$ cat src/rtl/flash_cmd_pkg.sv
// Shared constants and types for the unlock-sequence command decoder.
// Assumes byte-wide data; key addresses are zero-extended to the address width.
package flash_cmd_pkg;

    localparam logic [15:0] KEY_ADDR_A = 16'h5555;
    localparam logic [15:0] KEY_ADDR_B = 16'h2AAA;

    localparam logic [7:0] KEY_DATA_A = 8'hAA;
    localparam logic [7:0] KEY_DATA_B = 8'h55;
    localparam logic [7:0] OP_PROGRAM = 8'hA0;
    localparam logic [7:0] OP_ERASE   = 8'h80;
    localparam logic [7:0] OP_IDENT   = 8'h90;
    localparam logic [7:0] OP_TOREAD  = 8'hF0;
    localparam logic [7:0] OP_CHIP    = 8'h10;
    localparam logic [7:0] OP_SECTOR  = 8'h30;

    localparam logic [7:0] MAKER_CODE   = 8'h40;
    localparam logic [7:0] DEV_CODE_TOP = 8'h02;
    localparam logic [7:0] DEV_CODE_BOT = 8'hA2;

    typedef enum logic [2:0] {
        SQ_READ,
        SQ_KEY1,
        SQ_KEY2,
        SQ_PROG,
        SQ_ERS1,
        SQ_ERS2,
        SQ_ERS3
    } seq_state_e;

endpackage

$ cat src/rtl/wr_strobe_sync.sv
// Synchronises the asynchronous control pins and forms bus cycles.
// A bus cycle opens when chip and write enable are low with output enable high
// (all after a two-flop synchroniser); the address is taken at that clock.
// It closes when the condition drops; data is taken then and the cycle is
// reported for one clock if it stayed open at least MIN_PULSE clocks.
// Assumes addr is stable while the strobe is open and wdata for two clocks
// after it closes.
module wr_strobe_sync #(
    parameter int ADDR_W    = 18,
    parameter int DATA_W    = 8,
    parameter int MIN_PULSE = 2
) (
    input  logic              clk,
    input  logic              rst_n,
    input  logic              ce_n,
    input  logic              we_n,
    input  logic              oe_n,
    input  logic [ADDR_W-1:0] addr,
    input  logic [DATA_W-1:0] wdata,
    output logic              wr_valid,
    output logic [ADDR_W-1:0] wr_addr,
    output logic [DATA_W-1:0] wr_data
);

    localparam int CNT_W = $clog2(MIN_PULSE + 1);

    logic [2:0]       pin_s1;
    logic [2:0]       pin_s2;
    logic             strobe_on;
    logic             strobe_d;
    logic [CNT_W-1:0] width_cnt;

    // Two-flop synchroniser on {ce_n, we_n, oe_n}; idle level is all high.
    always_ff @(posedge clk) begin
        if (!rst_n) begin
            pin_s1 <= 3'b111;
            pin_s2 <= 3'b111;
        end else begin
            pin_s1 <= {ce_n, we_n, oe_n};
            pin_s2 <= pin_s1;
        end
    end

    // Write qualification: both enables low, output enable high.
    assign strobe_on = !pin_s2[2] && !pin_s2[1] && pin_s2[0];

    // Track strobe open/close, measure its width and emit the bus cycle.
    always_ff @(posedge clk) begin
        if (!rst_n) begin
            strobe_d  <= 1'b0;
            width_cnt <= '0;
            wr_valid  <= 1'b0;
            wr_addr   <= '0;
            wr_data   <= '0;
        end else begin
            strobe_d <= strobe_on;
            wr_valid <= 1'b0;
            if (strobe_on && !strobe_d) begin
                wr_addr   <= addr;
                width_cnt <= CNT_W'(1);
            end else if (strobe_on) begin
                if (width_cnt < CNT_W'(MIN_PULSE)) begin
                    width_cnt <= width_cnt + CNT_W'(1);
                end
            end else if (strobe_d) begin
                wr_data  <= wdata;
                wr_valid <= (width_cnt >= CNT_W'(MIN_PULSE));
            end
        end
    end

    // a bus cycle lasts exactly one clock.
    p_cycle_pulse_r1: assert property (@(posedge clk) disable iff (!rst_n)
        wr_valid |=> !wr_valid);

    // a bus cycle is only reported right after the strobe has closed.
    p_after_close_r2: assert property (@(posedge clk) disable iff (!rst_n)
        wr_valid |-> (!strobe_d && $past(strobe_d)));

endmodule

$ cat src/rtl/cmd_sequencer.sv
// Follows the unlock command protocol on completed bus cycles and raises
// one-clock requests. A non-matching cycle returns to read mode (and leaves
// identification mode); cycles arriving while busy are dropped unchanged.
// Assumes wr_valid is a single-clock pulse with address and data held.
module cmd_sequencer
    import flash_cmd_pkg::*;
#(
    parameter int ADDR_W      = 18,
    parameter int DATA_W      = 8,
    parameter int SECTOR_BITS = 9,
    parameter int BOOT_BITS   = 14,
    parameter bit BOOT_TOP    = 1'b1
) (
    input  logic                     clk,
    input  logic                     rst_n,
    input  logic                     wr_valid,
    input  logic [ADDR_W-1:0]        wr_addr,
    input  logic [DATA_W-1:0]        wr_data,
    input  logic                     busy,
    input  logic                     boot_locked,
    output logic                     prog_req,
    output logic [ADDR_W-1:0]        prog_addr,
    output logic [DATA_W-1:0]        prog_data,
    output logic                     sec_erase_req,
    output logic [ADDR_W-SECTOR_BITS-1:0] sec_num,
    output logic                     chip_erase_req,
    output logic                     id_mode
);

    localparam int SEC_W = ADDR_W - SECTOR_BITS;

    seq_state_e state;
    logic       at_key_a;
    logic       at_key_b;
    logic       wr_in_boot;

    // Boot region test for an address, variant chosen by BOOT_TOP.
    function automatic logic hits_boot(input logic [ADDR_W-1:0] a);
        if (BOOT_TOP) return &a[ADDR_W-1:BOOT_BITS];
        else          return ~|a[ADDR_W-1:BOOT_BITS];
    endfunction

    assign at_key_a   = (wr_addr == ADDR_W'(KEY_ADDR_A));
    assign at_key_b   = (wr_addr == ADDR_W'(KEY_ADDR_B));
    assign wr_in_boot = hits_boot(wr_addr);

    // Sequence state, identification mode and request generation.
    always_ff @(posedge clk) begin
        if (!rst_n) begin
            state          <= SQ_READ;
            id_mode        <= 1'b0;
            prog_req       <= 1'b0;
            prog_addr      <= '0;
            prog_data      <= '0;
            sec_erase_req  <= 1'b0;
            sec_num        <= '0;
            chip_erase_req <= 1'b0;
        end else begin
            prog_req       <= 1'b0;
            sec_erase_req  <= 1'b0;
            chip_erase_req <= 1'b0;
            if (wr_valid && !busy) begin
                state   <= SQ_READ;
                id_mode <= 1'b0;
                unique case (state)
                    SQ_READ: begin
                        if (at_key_a && wr_data == KEY_DATA_A) begin
                            state   <= SQ_KEY1;
                            id_mode <= id_mode;
                        end
                    end
                    SQ_KEY1: begin
                        if (at_key_b && wr_data == KEY_DATA_B) begin
                            state   <= SQ_KEY2;
                            id_mode <= id_mode;
                        end
                    end
                    SQ_KEY2: begin
                        if (at_key_a && wr_data == OP_PROGRAM) begin
                            state   <= SQ_PROG;
                            id_mode <= id_mode;
                        end else if (at_key_a && wr_data == OP_ERASE) begin
                            state   <= SQ_ERS1;
                            id_mode <= id_mode;
                        end else if (at_key_a && wr_data == OP_IDENT) begin
                            id_mode <= 1'b1;
                        end
                    end
                    SQ_PROG: begin
                        if (!(boot_locked && wr_in_boot)) begin
                            prog_req  <= 1'b1;
                            prog_addr <= wr_addr;
                            prog_data <= wr_data;
                        end
                    end
                    SQ_ERS1: begin
                        if (at_key_a && wr_data == KEY_DATA_A) begin
                            state   <= SQ_ERS2;
                            id_mode <= id_mode;
                        end
                    end
                    SQ_ERS2: begin
                        if (at_key_b && wr_data == KEY_DATA_B) begin
                            state   <= SQ_ERS3;
                            id_mode <= id_mode;
                        end
                    end
                    SQ_ERS3: begin
                        if (at_key_a && wr_data == OP_CHIP) begin
                            chip_erase_req <= !boot_locked;
                        end else if (wr_data == OP_SECTOR) begin
                            if (!(boot_locked && wr_in_boot)) begin
                                sec_erase_req <= 1'b1;
                                sec_num       <= wr_addr[ADDR_W-1:SECTOR_BITS];
                            end
                        end
                    end
                    default: state <= SQ_READ;
                endcase
            end
        end
    end

    // never more than one request in a clock.
    p_one_request_r12: assert property (@(posedge clk) disable iff (!rst_n)
        $onehot0({prog_req, sec_erase_req, chip_erase_req}));

    // no request follows a bus cycle taken while busy.
    p_busy_drop_r9: assert property (@(posedge clk) disable iff (!rst_n)
        (prog_req || sec_erase_req || chip_erase_req) |-> !$past(busy));

    // a program never targets the locked boot region.
    p_lock_prog_r10: assert property (@(posedge clk) disable iff (!rst_n)
        prog_req |-> !($past(boot_locked) && hits_boot(prog_addr)));

    // chip erase never issues while locked.
    p_lock_chip_r10: assert property (@(posedge clk) disable iff (!rst_n)
        chip_erase_req |-> !$past(boot_locked));

    // requests come only from a completed bus cycle.
    p_req_source_r3: assert property (@(posedge clk) disable iff (!rst_n)
        (prog_req || sec_erase_req || chip_erase_req) |-> $past(wr_valid));

    // sector number keeps its width relation to the address.
    initial begin
        assert (SEC_W > 0);
    end

endmodule

$ cat src/rtl/id_reader.sv
// Combinational identification read path. Returns maker code, device code
// (variant chosen by BOOT_TOP) and boot lock status by the low address bits.
// Assumes id_mode comes from the sequencer; returns zero outside the mode.
module id_reader
    import flash_cmd_pkg::*;
#(
    parameter int HI_W     = 4,
    parameter bit BOOT_TOP = 1'b1
) (
    input  logic            id_mode,
    input  logic            boot_locked,
    input  logic [1:0]      addr_lo,
    input  logic [HI_W-1:0] addr_hi,
    output logic [7:0]      id_rdata
);

    logic       in_boot;
    logic [7:0] dev_code;

    // Select boot placement and device code for this build.
    generate
        if (BOOT_TOP) begin : g_top
            assign in_boot  = &addr_hi;
            assign dev_code = DEV_CODE_TOP;
        end else begin : g_bottom
            assign in_boot  = ~|addr_hi;
            assign dev_code = DEV_CODE_BOT;
        end
    endgenerate

    // Decode the identification offset into read data.
    always_comb begin
        id_rdata = 8'h00;
        if (id_mode) begin
            unique case (addr_lo)
                2'd0:    id_rdata = MAKER_CODE;
                2'd1:    id_rdata = dev_code;
                2'd2:    id_rdata = {7'd0, in_boot && boot_locked};
                default: id_rdata = 8'h00;
            endcase
        end
    end

endmodule

$ cat src/rtl/flash_cmd_decoder.sv
// Top of the unlock-sequence command decoder: strobe synchroniser, command
// sequencer and identification read path.
// Assumes the array drives busy and holds the lock state on boot_locked.
module flash_cmd_decoder #(
    parameter int ADDR_W      = 18,
    parameter int DATA_W      = 8,
    parameter int SECTOR_BITS = 9,
    parameter int BOOT_BITS   = 14,
    parameter bit BOOT_TOP    = 1'b1,
    parameter int MIN_PULSE   = 2
) (
    input  logic                          clk,
    input  logic                          rst_n,
    input  logic                          ce_n,
    input  logic                          we_n,
    input  logic                          oe_n,
    input  logic [ADDR_W-1:0]             addr,
    input  logic [DATA_W-1:0]             wdata,
    input  logic                          busy,
    input  logic                          boot_locked,
    output logic                          prog_req,
    output logic [ADDR_W-1:0]             prog_addr,
    output logic [DATA_W-1:0]             prog_data,
    output logic                          sec_erase_req,
    output logic [ADDR_W-SECTOR_BITS-1:0] sec_num,
    output logic                          chip_erase_req,
    output logic                          id_mode,
    output logic [7:0]                    id_rdata
);

    localparam int HI_W = ADDR_W - BOOT_BITS;

    logic              wr_valid;
    logic [ADDR_W-1:0] wr_addr;
    logic [DATA_W-1:0] wr_data;

    wr_strobe_sync #(
        .ADDR_W    (ADDR_W),
        .DATA_W    (DATA_W),
        .MIN_PULSE (MIN_PULSE)
    ) u_sync (
        .clk      (clk),
        .rst_n    (rst_n),
        .ce_n     (ce_n),
        .we_n     (we_n),
        .oe_n     (oe_n),
        .addr     (addr),
        .wdata    (wdata),
        .wr_valid (wr_valid),
        .wr_addr  (wr_addr),
        .wr_data  (wr_data)
    );

    cmd_sequencer #(
        .ADDR_W      (ADDR_W),
        .DATA_W      (DATA_W),
        .SECTOR_BITS (SECTOR_BITS),
        .BOOT_BITS   (BOOT_BITS),
        .BOOT_TOP    (BOOT_TOP)
    ) u_seq (
        .clk            (clk),
        .rst_n          (rst_n),
        .wr_valid       (wr_valid),
        .wr_addr        (wr_addr),
        .wr_data        (wr_data),
        .busy           (busy),
        .boot_locked    (boot_locked),
        .prog_req       (prog_req),
        .prog_addr      (prog_addr),
        .prog_data      (prog_data),
        .sec_erase_req  (sec_erase_req),
        .sec_num        (sec_num),
        .chip_erase_req (chip_erase_req),
        .id_mode        (id_mode)
    );

    id_reader #(
        .HI_W     (HI_W),
        .BOOT_TOP (BOOT_TOP)
    ) u_id (
        .id_mode     (id_mode),
        .boot_locked (boot_locked),
        .addr_lo     (addr[1:0]),
        .addr_hi     (addr[ADDR_W-1:BOOT_BITS]),
        .id_rdata    (id_rdata)
    );

    // identification data stays zero outside identification mode.
    p_id_quiet_r6: assert property (@(posedge clk) disable iff (!rst_n)
        !id_mode |-> (id_rdata == 8'h00));

    // the first clock after reset carries no request.
    p_reset_quiet_r11: assert property (@(posedge clk) disable iff (!rst_n)
        !$past(rst_n) |-> !(prog_req || sec_erase_req || chip_erase_req));

endmodule

$ cat config.mk
export PLATFORM = sky130hd
export DESIGN_NAME = flash_cmd_decoder
export DESIGN_NICKNAME = d
export VERILOG_FILES = /design/src/rtl/flash_cmd_pkg.sv /design/src/rtl/wr_strobe_sync.sv /design/src/rtl/cmd_sequencer.sv /design/src/rtl/id_reader.sv /design/src/rtl/flash_cmd_decoder.sv
export SDC_FILE = /design/constraint.sdc
export NUM_CORES = 1
export LEC_CHECK = 0
export BUFFER_PORTS_ARGS = -buffer_cell sky130_fd_sc_hd__buf_4
export CAP_MARGIN = 30
export CORE_ASPECT_RATIO = 1.4
export CORE_MARGIN = 10
export CORE_UTILIZATION = 52
export DETAILED_ROUTE_END_ITERATION = 10
export HOLD_SLACK_MARGIN = 0.05
export PLACE_DENSITY_LB_ADDON = 0.08
export RECOVER_POWER = 100
export SYNTH_ARGS = -nofsm -noshare
export SYNTH_HDL_FRONTEND = slang
export SYNTH_SLANG_ARGS = --single-unit
$ cat constraint.sdc
create_clock -name clk -period 2.5 [get_ports clk]
set_input_delay 0 -clock clk [delete_from_list [all_inputs] [get_ports clk]]
set_output_delay 0 -clock clk [all_outputs]
set_load 0.02 [all_outputs]
* Yosys cells after proc, flatten, opt, wreduce, memory -nomap -nowiden *
Cells that the tools add are included.

operators by class
  add/subtract/negate cells = 1
  multiply operators = 0
  div/mod/pow operators = 0
  magnitude comparators = 2
  equality and inequality tests = 21
  shift-type cells = 0
  mux-type cells = 19
  bitwise logic cells = 9
  reduce and logical (&&, ||, !) cells = 36

operators by type and width
  cell                    count
  $eq A8 B8 Y1 const B    4
  $pmux W7 S3             1
  $eq A18 B14 Y1 const B  1
  $eq A18 B15 Y1 const B  1
  $pmux W3 S5             1
  $logic_and A1 B1 Y1     12
  $mux W3                 4
  $reduce_and A4 Y1       3
  $mux W1                 10
  $reduce_and A5 Y1       2
  $eq A3 B3 Y1 const B    3
  $not A1 Y1              9
  $reduce_and A3 Y1       3
  $eq A8 B5 Y1 const B    1
  $eq A8 B6 Y1 const B    1
  $eq A8 B7 Y1 const B    1
  $mux W8                 1
  $ne A2 B2 Y1 const B    4
  $eq A3 B2 Y1 const B    2
  $reduce_or A2 Y1        3
  $logic_not A1 Y1        5
  $reduce_or A5 Y1        1
  $reduce_and A2 Y1       2
  $reduce_bool A2 Y1      2
  11 further kinds        11

word-level totals
  bits in registers = 78
  latch bits = 0
  bits in writable memories = 0
  memory bits (read-only) = 0
  output and inout bits = 47
  word-level logic and storage cells = 104
  memories kept = 0

* Logic depth before layout (Yosys ltp) *
Gate-level depths: netlist (run 1).

  word-level depth = 6
  mapped depth = 8
  depth with buffers taken out = 5

* Hierarchy *
A second synthesis (run 1) with hierarchy kept.

second synthesis, totals
  cell total of the unflattened synthesis = 344
  area total of the unflattened synthesis = 3324.4 µm²

modules (own cells, without submodules)
  module          instances  cells each  area each (µm²)  sequential area each (µm²)
  cmd_sequencer   1          183         1809.2           840.8
  wr_strobe_sync  1          148         1428.9           720.7
  id_reader       1          13          86.3             0.0

* Worst setup path before layout (run 1) *
OpenSTA, ideal clock, no wires.

  kind = register to register
  start point = register u_seq.state[1]
  end point = register u_seq.prog_addr[10]
  setup time = 132 ps
  arrival time = 1590 ps
  slack = 778 ps
  cell stages (with the launch flop) = 9
  clock period less this slack = 1722 ps
  path through = dfxtp_1 -> nand3b_1 -> or3b_1 -> clkbuf_1 -> or2_1 -> clkbuf_1 -> buf_2 -> nand2_1 -> a21oi_1

between the ends
  word-level cells in the longest chain between the ends = 2

RTL lines
  what                         RTL line             RTL
  start, declared              cmd_sequencer.sv:32  seq_state_e state;
  start signal, assigned       cmd_sequencer.sv:50  state <= SQ_READ;
  start signal, assigned       cmd_sequencer.sv:63  state <= SQ_READ;
  start signal, assigned       cmd_sequencer.sv:68  state <= SQ_KEY1;
  $eq A3 B2 Y1                 cmd_sequencer.sv:65  unique case (state)
  $reduce_and A3 Y1 (no line)  --
  end signal, assigned         cmd_sequencer.sv:92  prog_addr <= wr_addr;
  end, declared                cmd_sequencer.sv:22  output logic [ADDR_W-1:0] prog_addr,

No other way between the ends.
A chain may end at the register's enable or synchronous reset.

* Worst setup path in the final report (run 1) *
  start point = register u_sync.wr_addr[2]
  end point = register u_seq.id_mode

between the ends
  word-level cells in the longest chain between the ends = 6
  elaborated cells on any way between the ends = 16
  classes of those cells = 6 x eq/ne; 4 x mux; 6 x reduce/logical

RTL lines
  what                    RTL line              RTL
  start, declared         wr_strobe_sync.sv:21  output logic [ADDR_W-1:0] wr_addr,
  start signal, assigned  wr_strobe_sync.sv:59  wr_addr <= addr;
  $eq A18 B15 Y1          cmd_sequencer.sv:43   assign at_key_a = (wr_addr == ADDR_W'(KEY_ADDR_A));
  $logic_and A1 B1 Y1     cmd_sequencer.sv:85   end else if (at_key_a && wr_data == OP_IDENT) begin
  $mux W1                 cmd_sequencer.sv:85
  $mux W1                 cmd_sequencer.sv:82   end else if (at_key_a && wr_data == OP_ERASE) begin
  $mux W1                 cmd_sequencer.sv:79   if (at_key_a && wr_data == OP_PROGRAM) begin
  $pmux W1 S3             cmd_sequencer.sv:65
  end signal, assigned    cmd_sequencer.sv:69   id_mode <= id_mode;
  end signal, assigned    cmd_sequencer.sv:81   id_mode <= id_mode;
  end signal, assigned    cmd_sequencer.sv:84   id_mode <= id_mode;
  end, declared           cmd_sequencer.sv:27   output logic id_mode

Several ways; a longest one is shown, not always the timed one. The select of a mux whose other input is x is not followed.

==> results of run 1 <==
-- worst max-delay path by stage --
stage / start / to / slack, ps / depth (start not counted)
global route: u_sync.wr_addr[12] / u_seq.state[0] / 160 / 5
floorplan: u_seq.state[1] / u_seq.prog_addr[10] / 780 / 8
CTS: u_seq.state[1] / u_seq.prog_data[5] / 490 / 5
finish: u_sync.wr_addr[2] / u_seq.id_mode / 350 / 5
detailed placement: u_seq.state[1] / u_seq.prog_data[5] / 500 / 5
global placement: u_seq.state[1] / u_seq.prog_data[1] / 540 / 5
-- worst register-to-register path: stages (launching register included) --
cell,delay (ps)
dfxtp_1,380
or4bb_1,510
nor4_1,400
nor3b_1,440
a211oi_1,160
mux2i_1,140
-- synth_stat cells (all sizes together) --
cell type  number  share of area
a21oi          51          0.084
clkbuf         14          0.017
mux2i          10          0.033
or3             2         0.0041
inv             3         0.0037
ha              1         0.0041
or3b            2         0.0058
nand2b          8          0.016
conb            1         0.0012
o21bai          1         0.0025
nand4bb         1         0.0037
nor4bb          1         0.0033
nor3            5         0.0082
nor4            6          0.016
o21a            1         0.0025
a211oi          1         0.0025
or4bb           2         0.0074
and4            1         0.0029
dfxtp          78           0.51
nand4b          3         0.0086
and4b           1         0.0033
buf            11          0.024
o221a           4          0.015
or2             3         0.0062
nand2         100           0.12
nor2b           1         0.0021
o21ai           3         0.0049
nand4           5          0.010
nand3          13          0.021
a31oi           1         0.0021
nand3b          2         0.0049
or4b            1         0.0033
nor3b           2         0.0086
nor2           25          0.032
-- placed cells by master (no fill, tap or decap), types with 2 or more instances in the layout --
| cell | n |
|---|---|
| nand3b_1 | 2 |
| nand4_1 | 5 |
| clkbuf_1 | 44 |
| nor2_1 | 24 |
| nor3b_1 | 2 |
| buf_4 | 33 |
| clkbuf_8 | 9 |
| dfxtp_1 | 78 |
| nand4b_1 | 3 |
| nand2_1 | 100 |
| nor3_1 | 5 |
| mux2i_1 | 10 |
| clkinv_2 | 2 |
| or4bb_1 | 2 |
| nand2b_1 | 8 |
| a21oi_1 | 51 |
| nor4_1 | 6 |
| bufinv_16 | 2 |
| nand3_1 | 13 |
| inv_1 | 3 |
| o221a_2 | 4 |
| o21ai_0 | 2 |
| dlygate4sd3_1 | 34 |
| or2_2 | 2 |
| or3_1 | 2 |
| conb_1 | 5 |
-- through the flow --
| step | worst slack (ps) | total power [mW] | hold WS, ps |
|---|---|---|---|
| 3_3_place_gp | 535 | 1.36 | 182 |
| 4_1_cts | 490 | 2.40 | 162 |
| 5_1_grt | 165 | 2.46 | 189 |
| 6_report | 353 | 2.39 | 170 |
| 2_1_floorplan | 778 | 1.32 | 73.0 |
| 3_5_place_dp | 504 | 1.36 | 187 |
-- power by group through the flow --
stage               Sequential (mW)  Clock, mW  Combinational, mW
floorplan                      1.28          0             0.0401
global placement               1.28          0             0.0819
detailed placement             1.28          0             0.0825
CTS                            1.25       1.02              0.125
global route                   1.25       1.07              0.137
finish                         1.25       1.01              0.126
-- metal layers --
metal	GRT usage	vias to the layer above	share of wire
met5	0	-	0
met4	0.0757	0	0.023
met3	0.0499	17	0.057
met2	0.314	85	0.53
met1	0.187	1335	0.39
li1	-	1431	-
-- flip-flops by register name (all words and copies together), names as in the netlist --
name,cells
u_seq.prog_addr,18
u_sync.wr_addr,18
u_seq.sec_num,9
u_seq.prog_data,8
u_sync.wr_data,8
u_seq.state,3
u_sync.pin_s1,3
u_sync.pin_s2,3
u_sync.width_cnt,2
u_seq.chip_erase_req,1
u_seq.id_mode,1
u_seq.prog_req,1
u_seq.sec_erase_req,1
u_sync.strobe_d,1
u_sync.wr_valid,1
-- logic make-up after synthesis --
logic type | count (synthesis) | synth area share
buffers and inverters | 28 | 0.0448
adder cells (fa/ha/maj) | 1 | 0.00411
other | 1 | 0.00123
AO/OA/AOI/OAI | 62 | 0.113
multiplexers | 10 | 0.0329
AND/OR/NAND/NOR | 184 | 0.292
flip-flops | 78 | 0.513
-- cell type report --
cell class              instances  area share
clock inverters                 6      0.0218
repair buffers                111       0.190
inverters                       3     0.00284
multi-input cells             262       0.338
flip-flops and latches         78       0.393
well taps                      68      0.0214
clock buffers                  10      0.0322
diodes                          1    0.000631
==> results.cfg, run 1 <==
[run_status]
status = complete, no violations

[power]
power_frac_seq = 0.525
switching_share = 0.211
pwr-share-comb = 0.053
p_int_mw = 1.88
clkPwrFrac = 0.422
vdd_drop_max_uv = 660
pwr_density_cell_nw_per_um2 = 601
switchingPower_mw = 0.503
p_leak_nw = 1.46

[synthesis]
syn-mean-instance-area_um2 = 8.37
ys_warn_count = 0
yosysSeqAreaShare = 0.513
netlist_instances = 364
synth_seq_cells = 78
yosysUniqueCellTypes = 42
syn-cell-area_um2 = 3050

[setup_path]
worst-path-buf-inv = 0
r2r-end = u_seq.id_mode
timing_worst_setup_path_type = flip-flop to flip-flop
worstPathRequired_ps = 2730
crit_path_start_kind = flip-flop
reg2regPathDepth = 5
path_max_fanout = 4
reg2reg_slack_ps = 350
cp-end-kind = flip-flop
path_delay_family = simple AND/OR/NAND/NOR gates
critPathSlowestCell = or4bb_1
r2r-start = u_sync.wr_addr[2]
critPathMaxStageDelay_ps = 510
crit_chain = or4bb_1 > nor4_1 > nor3b_1 > a211oi_1 > mux2i_1
crit_arrival_ps = 2380

[finish]
fillers = 533
fin_nets = 499
drive_gt1_frac = 0.121
final_util = 0.708
area_growth_pct = 30.3
final_area_um2 = 3970
layout.cells.non_filler = 539
seq_area_um2 = 1560
multi_input_area_um2 = 1340

[placement]
placed_area_um2 = 3600
hpwl_mm = 5.84
place_congestion = 0.857
port_buffers = 74
dp.cells = 488

[die]
die_h_um = 111
initial_core_util = 0.544
coreArea_um2 = 5610
rows = 32
die-area_um2 = 9360
die_w_um = 84.7
pin_count = 80

[timing]
worst_pin_slew_ps = 984
hold_violations = 0
max_freq_mhz = 466
final.setup.tns_ps = 0
period_share = 0.859
slew_viol_final = 0
fin_worst_skew_ps = 7.62
setup_violations = 0
post-route-min-period_ps = 2150
rsz0062_at_grt = no
slew_headroom = 0.344

[clock_network]
cts-buffers-inserted = 9
clockBufferDepth = 2
clockRootBuffer = clkbuf_8
clk_pin_slew_ps = 80
post_cts_buffers = 0
cts-htree-levels = 3
ctsResizeCount = 0
clock_sinks = 78
postCtsHoldBufs = 34
insertion_delay_ps = 350
tritoncts = built

[drt]
vias = 2868
dr.pass1.iters = 5
drcViolationCount = 0
routed_wirelength_mm = 8.51
drt_iter0_markers = 165
routedWlPerCell_um = 15.8
avgViaCountPerCell = 5.32
ant_nets = 0

[global_routing]
gr-usage-all-layers = 0.177
grt_pass1_wl_mm = 13.8
antenna_found_initial = 1
grt_max_degree = 34
grt_pass1_vias = 2844
grt.overflow.total = 0

[worst_hold_path]
hold_depth = 4
hold_start = busy
hold_class = input pin to flip-flop
min_to = u_seq.state[1]

[job]
drv_cap = 0
No activity file was read; power rests on OpenSTA's default activity.
==> run 2: changes to the inputs <==
--- a/config.mk
+++ b/config.mk
@@ -5,12 +5,12 @@
 export SDC_FILE = /design/constraint.sdc
 export NUM_CORES = 1
 export LEC_CHECK = 0
-export BUFFER_PORTS_ARGS = -buffer_cell sky130_fd_sc_hd__buf_4
 export CAP_MARGIN = 30
 export CORE_ASPECT_RATIO = 1.4
 export CORE_MARGIN = 10
-export CORE_UTILIZATION = 52
+export CORE_UTILIZATION = 55
 export DETAILED_ROUTE_END_ITERATION = 10
+export DONT_BUFFER_PORTS = 1
 export HOLD_SLACK_MARGIN = 0.05
 export PLACE_DENSITY_LB_ADDON = 0.08
 export RECOVER_POWER = 100
==> results.cfg, run 2 (same netlist as run 1, synthesis figures left out) <==
[drt]
vias = 2554
routedWlPerCell_um = 17.1
avgViaCountPerCell = 5.53
routed_wirelength_mm = 7.89
ant_nets = 0
dr.pass1.iters = 4
drcViolationCount = 0
drt_iter0_markers = 159

[setup_path]
startpoint = u_sync.wr_addr[11]
cp-end-kind = flip-flop
crit_arrival_ps = 2550
worstPathRequired_ps = 2780
reg2reg_slack_ps = 230
crit_end = u_seq.chip_erase_req
timing_worst_setup_path_type = flip-flop to flip-flop
crit_path_start_kind = flip-flop
reg2regPathDepth = 5
r2r-end = u_seq.chip_erase_req
crit_chain = or4b_1 > nor4_2 > nand4_1 > nor3_1 > dlygate4sd3_1
r2r-start = u_sync.wr_addr[11]
path_max_fanout = 5
critPathSlowestCell = dlygate4sd3_1
critPathMaxStageDelay_ps = 600

[global_routing]
antenna_found_initial = 0
grt_max_degree = 45
gr-usage-all-layers = 0.175
grt_pass1_wl_mm = 12.9
grt_pass1_vias = 2496
grt.overflow.total = 0

[die]
die_w_um = 82.9
initial_core_util = 0.560
pin_count = 80
die_h_um = 108
rows = 32
die-area_um2 = 8960
coreArea_um2 = 5450

[finish]
antenna_cells = 0
final_util = 0.653
reg_top3 = u_seq.prog_addr: 18 flops, u_sync.wr_addr: 18 flops, u_seq.sec_num: 9 flops
layout_common_cells = nand2_1, dfxtp_1, a21oi_1, dlygate4sd3_1, nor2_1
fin_nets = 424
layout.cells.non_filler = 462
final_area_um2 = 3550
layout_commonest_cell = nand2_1
area_growth_pct = 16.6
drive_gt1_frac = 0.0635

[timing]
rsz0062_at_grt = no
setup_violations = 0
slew_viol_final = 0
hold_violations = 0
post-route-min-period_ps = 2270
slew_headroom = 0.280
worst_pin_slew_ps = 1080
hold_slack_ps = 87.5
max_freq_mhz = 441
final.setup.tns_ps = 0
period_share = 0.907
fin_worst_skew_ps = 8.92

[clock_network]
clk_pin_slew_ps = 80
insertion_delay_ps = 350
clockBufferDepth = 2
cts-htree-levels = 3
tritoncts = built
cts-buffers-inserted = 9
clockRootBuffer = clkbuf_8
ctsResizeCount = 0
clock_sinks = 78

[worst_hold_path]
hold_class = input pin to primary output

[placement]
port_buffers = 0
placed_area_um2 = 3040
dp.cells = 414
hpwl_mm = 5.33
place_congestion = 0.846

[run_status]
status = complete, no violations

[power]
pwr_density_cell_nw_per_um2 = 642
p_leak_nw = 1.26
pwr-share-comb = 0.037
clkPwrFrac = 0.414
p_int_mw = 1.80
switchingPower_mw = 0.479
power_frac_seq = 0.549
switching_share = 0.210
vdd_drop_max_uv = 452

[job]
drv_cap = 0
[run 2: cell count changes in the layout (fill, tap and decap cells not counted), sizes merged]
cell,change
dlygate4sd3,-1
diode,-1
clkinv,-1
clkbuf,-42
buf,-30
clkinvlp,-1
bufinv,-1
[run 2: timing repair]
| item | CTS | global route |
|---|---|---|
| endpoints found under the hold margin | 42 | 0 |
| hold buffers | 33 | 0 |
| setup buffers | 0 | 0 |
[run 2: cell type report]
class / instances / area (um2)
Clock buffer: 12 / 155
Clock inverter: 3 / 43.8
Fill cell: 491 / 1890
Inverter: 3 / 11.3
Multi-Input combinational cell: 262 / 1340
Sequential cell: 78 / 1560
Tap cell: 68 / 85.1
Timing Repair Buffer: 36 / 353
[run 2: critical path, delay by kind of cell, from the launching register on]
family / cells / cell delay, ps
buffers and inverters: 1 / 600
DFF: 1 / 360
and+or+nand+nor: 4 / 1250
[run 2: stage by stage]
| stage | power [mW] | worst slack (ps) |
|---|---|---|
| finish | 2.28 | 233 |
| global route | 2.36 | 27.6 |
| CTS | 2.30 | 272 |
| detailed placement | 1.32 | 507 |
| global placement | 1.32 | 540 |
| floorplan | 1.32 | 778 |
[run 2: worst min path at each step]
stage	startpoint	endpoint	slack [ps]	cells after the start
6_report	addr[1]	id_rdata[1]	90	1
5_1_grt	addr[1]	id_rdata[1]	90	1
4_1_cts	addr[1]	id_rdata[6]	90	1
3_5_place_dp	rst_n	u_sync.pin_s2[2]	80	1
3_3_place_gp	rst_n	u_sync.pin_s2[2]	80	1
2_1_floorplan	rst_n	u_sync.pin_s2[2]	70	1
[run 2: routing by layer]
metal / GRT usage / up-vias / routed length, um
met2: 0.307 / 66 / 4150
met1: 0.189 / 1198 / 3130
li1: - / 1279 / -
met3: 0.0564 / 11 / 454
met5: 0 / - / 0
met4: 0.0805 / 0 / 153
[run 2: power groups by stage]
| stage | clock network, mW | registers (mW) | logic [mW] |
|---|---|---|---|
| 6_report | 0.944 | 1.25 | 0.0833 |
| 5_1_grt | 1.02 | 1.25 | 0.0911 |
| 4_1_cts | 0.967 | 1.25 | 0.0829 |
| 2_1_floorplan | 0 | 1.28 | 0.0401 |
| 3_3_place_gp | 0 | 1.28 | 0.0377 |
| 3_5_place_dp | 0 | 1.28 | 0.0377 |
==> run 3: changes to the inputs <==
--- a/config.mk
+++ b/config.mk
@@ -5,6 +5,7 @@
 export SDC_FILE = /design/constraint.sdc
 export NUM_CORES = 1
 export LEC_CHECK = 0
+export ABC_AREA = 1
 export CAP_MARGIN = 30
 export CORE_ASPECT_RATIO = 1.4
 export CORE_MARGIN = 10
@@ -12,7 +13,7 @@
 export DETAILED_ROUTE_END_ITERATION = 10
 export DONT_BUFFER_PORTS = 1
 export HOLD_SLACK_MARGIN = 0.05
-export PLACE_DENSITY_LB_ADDON = 0.08
+export PLACE_DENSITY = 0.75
 export RECOVER_POWER = 100
 export SYNTH_ARGS = -nofsm -noshare
 export SYNTH_HDL_FRONTEND = slang
==> results.cfg, run 3 <==
[run_status]
status = complete, no violations

[drt]
routedWlPerCell_um = 15.7
wl_met1_mm = 3.26
dr_wl_met2_mm = 3.95
routed_wirelength_mm = 8.09
avgViaCountPerCell = 5.38
dr.max_layer_used = met4
wl_met3_um = 708
dr.pass1.iters = 4
drt_iter0_markers = 171
drcViolationCount = 0
ant_nets = 0
vias = 2778

[setup_path]
crit_path_start_kind = flip-flop
path_delay_family = simple AND/OR/NAND/NOR gates
crit_chain = inv_1 > or2_0 > nor3_4 > nand2_1 > inv_2 > o21ai_0 > a21oi_1
worstPathRequired_ps = 2770
crit_arrival_ps = 2330
path_max_fanout = 48
critPathSlowestCell = inv_2
critPathMaxStageDelay_ps = 510
cp-end-kind = flip-flop
timing_worst_setup_path_type = flip-flop to flip-flop
worst-path-buf-inv = 2

[placement]
dp.cells = 465
hpwl_mm = 5.40
place_congestion = 0.855
port_buffers = 0

[power]
p_leak_nw = 1.44
vdd_drop_max_uv = 482
pwr_density_cell_nw_per_um2 = 674

[finish]
fillers = 471
layout_common_cells = dfxtp_1, nor2_1, inv_1, a21oi_1
multi_input_area_um2 = 1270
reg_top3 = u_seq.prog_addr: 18 flops, u_sync.wr_addr: 18 flops, u_seq.sec_num: 9 flops
final_util = 0.667
seq_area_um2 = 1560
drive_gt1_frac = 0.0559
fin_nets = 476
area_growth_pct = 17.1
layout_commonest_cell = dfxtp_1
layout.cells.non_filler = 516

[clock_network]
clk_pin_slew_ps = 80
cts-htree-levels = 3
clockRootBuffer = clkbuf_8
ctsResizeCount = 0
clockBufferDepth = 2
cts-buffers-inserted = 9
clock_sinks = 78
tritoncts = built
insertion_delay_ps = 350

[synthesis]
syn-cell-area_um2 = 3170
ys_warn_count = 0
yosysSeqAreaShare = 0.493
async_flop_share = 0
yosysMostFrequentCell = dfxtp_1
yosysTopAreaCellShare = 0.493
yosysTopAreaCell = dfxtp_1
synth_seq_cells = 78
yosysUniqueCellTypes = 28
synth_edf_count = 0
netlist_instances = 417
yosys-top-cells-count = dfxtp_1, nor2_1, a21oi_1, inv_1, o21ai_0
yosys_most_used_dff = dfxtp_1
synth_area_leaders = dfxtp_1, a21oi_1, o21ai_0, nor2_1, inv_1
syn-mean-instance-area_um2 = 7.60

[timing]
slew_viol_final = 0
fin_worst_skew_ps = 8.81
setup_violations = 0
rsz0062_at_grt = no
post-route-min-period_ps = 2060
hold_slack_ps = 92.7
max_freq_mhz = 485
final.setup.tns_ps = 0
slew_headroom = 0.393
worst_pin_slew_ps = 910
hold_violations = 0
period_share = 0.825

[global_routing]
grt.overflow.total = 0
grt_pass1_vias = 2749
grt_pass1_wl_mm = 13.2
grt_max_degree = 53
gr-usage-all-layers = 0.176
antenna_found_initial = 1

[die]
initial_core_util = 0.570
pin_count = 80
die-area_um2 = 9240
coreArea_um2 = 5570
die_h_um = 110
die_w_um = 84.2
rows = 32

[job]
drv_cap = 0

[worst_hold_path]
hold_class = input pin to primary output
[run 3: worst register-to-register path, delay by kind of cell (launching register included)]
family | cells | cell delay [ps]
buffers and inverters | 2 | 540
and+or+nand+nor | 3 | 690
DFF | 1 | 310
AOI/OAI and AO/OA | 2 | 450
[run 3: what timing repair did]
item | CTS | global route
hold buffers | 34 | 0
buffers inserted | 0 | 0
hold endpoints to repair | 57 | 0
[run 3: report_power, final]
group          total (mW)  switching, mW  internal (mW)  leakage [nW]
combinational      0.0980         0.0501         0.0480         0.690
clock                1.15          0.458          0.692         0.120
sequential           1.26        0.00491           1.25         0.630
[run 3: cell families (layout without fill, tap and decap cells)]
family / count (synthesis) / in the layout / share of synthesized area
buf+inv: 77 / 103 / 0.107
simple gates: 142 / 142 / 0.197
flops: 78 / 78 / 0.493
compound gates: 118 / 118 / 0.198
other cells: 1 / 6 / 0.00118
fa+ha+maj: 1 / 1 / 0.00395
[run 3: final cells by class]
class                      count  area share
antenna                        1    0.000674
clock buffer                  11      0.0381
clock inverter                 5      0.0286
inverter                      53      0.0536
multi-input combinational    266       0.341
sequential                    78       0.420
tap                           68      0.0229
timing repair buffer          34      0.0943
[run 3: worst paths after layout]
kind / start / endpoint / slack [ps] / depth (start not counted)
max: u_sync.wr_valid / u_seq.prog_data[1] / 440 / 7
min: addr[1] / id_rdata[6] / 90 / 1
max reg2reg: u_sync.wr_valid / u_seq.prog_data[1] / 440 / 7
min reg2reg: u_sync.pin_s1[0] / u_sync.pin_s2[0] / 420 / 1
[run 3: routing by layer]
metal | vias up | global-route usage
met2 | 98 | 0.302
met1 | 1269 | 0.190
met4 | 0 | 0.0779
met3 | 14 | 0.0659
li1 | 1397 | -
met5 | - | 0
[run 3: stage by stage]
step | setup WS (ps) | area [um2] | total power [mW]
2_1_floorplan | 1070 | 3190 | 1.33
6_report | 438 | 3710 | 2.50
3_3_place_gp | 725 | 3130 | 1.33
5_1_grt | 210 | 3710 | 2.58
3_5_place_dp | 638 | 3130 | 1.33
4_1_cts | 551 | 3730 | 2.52
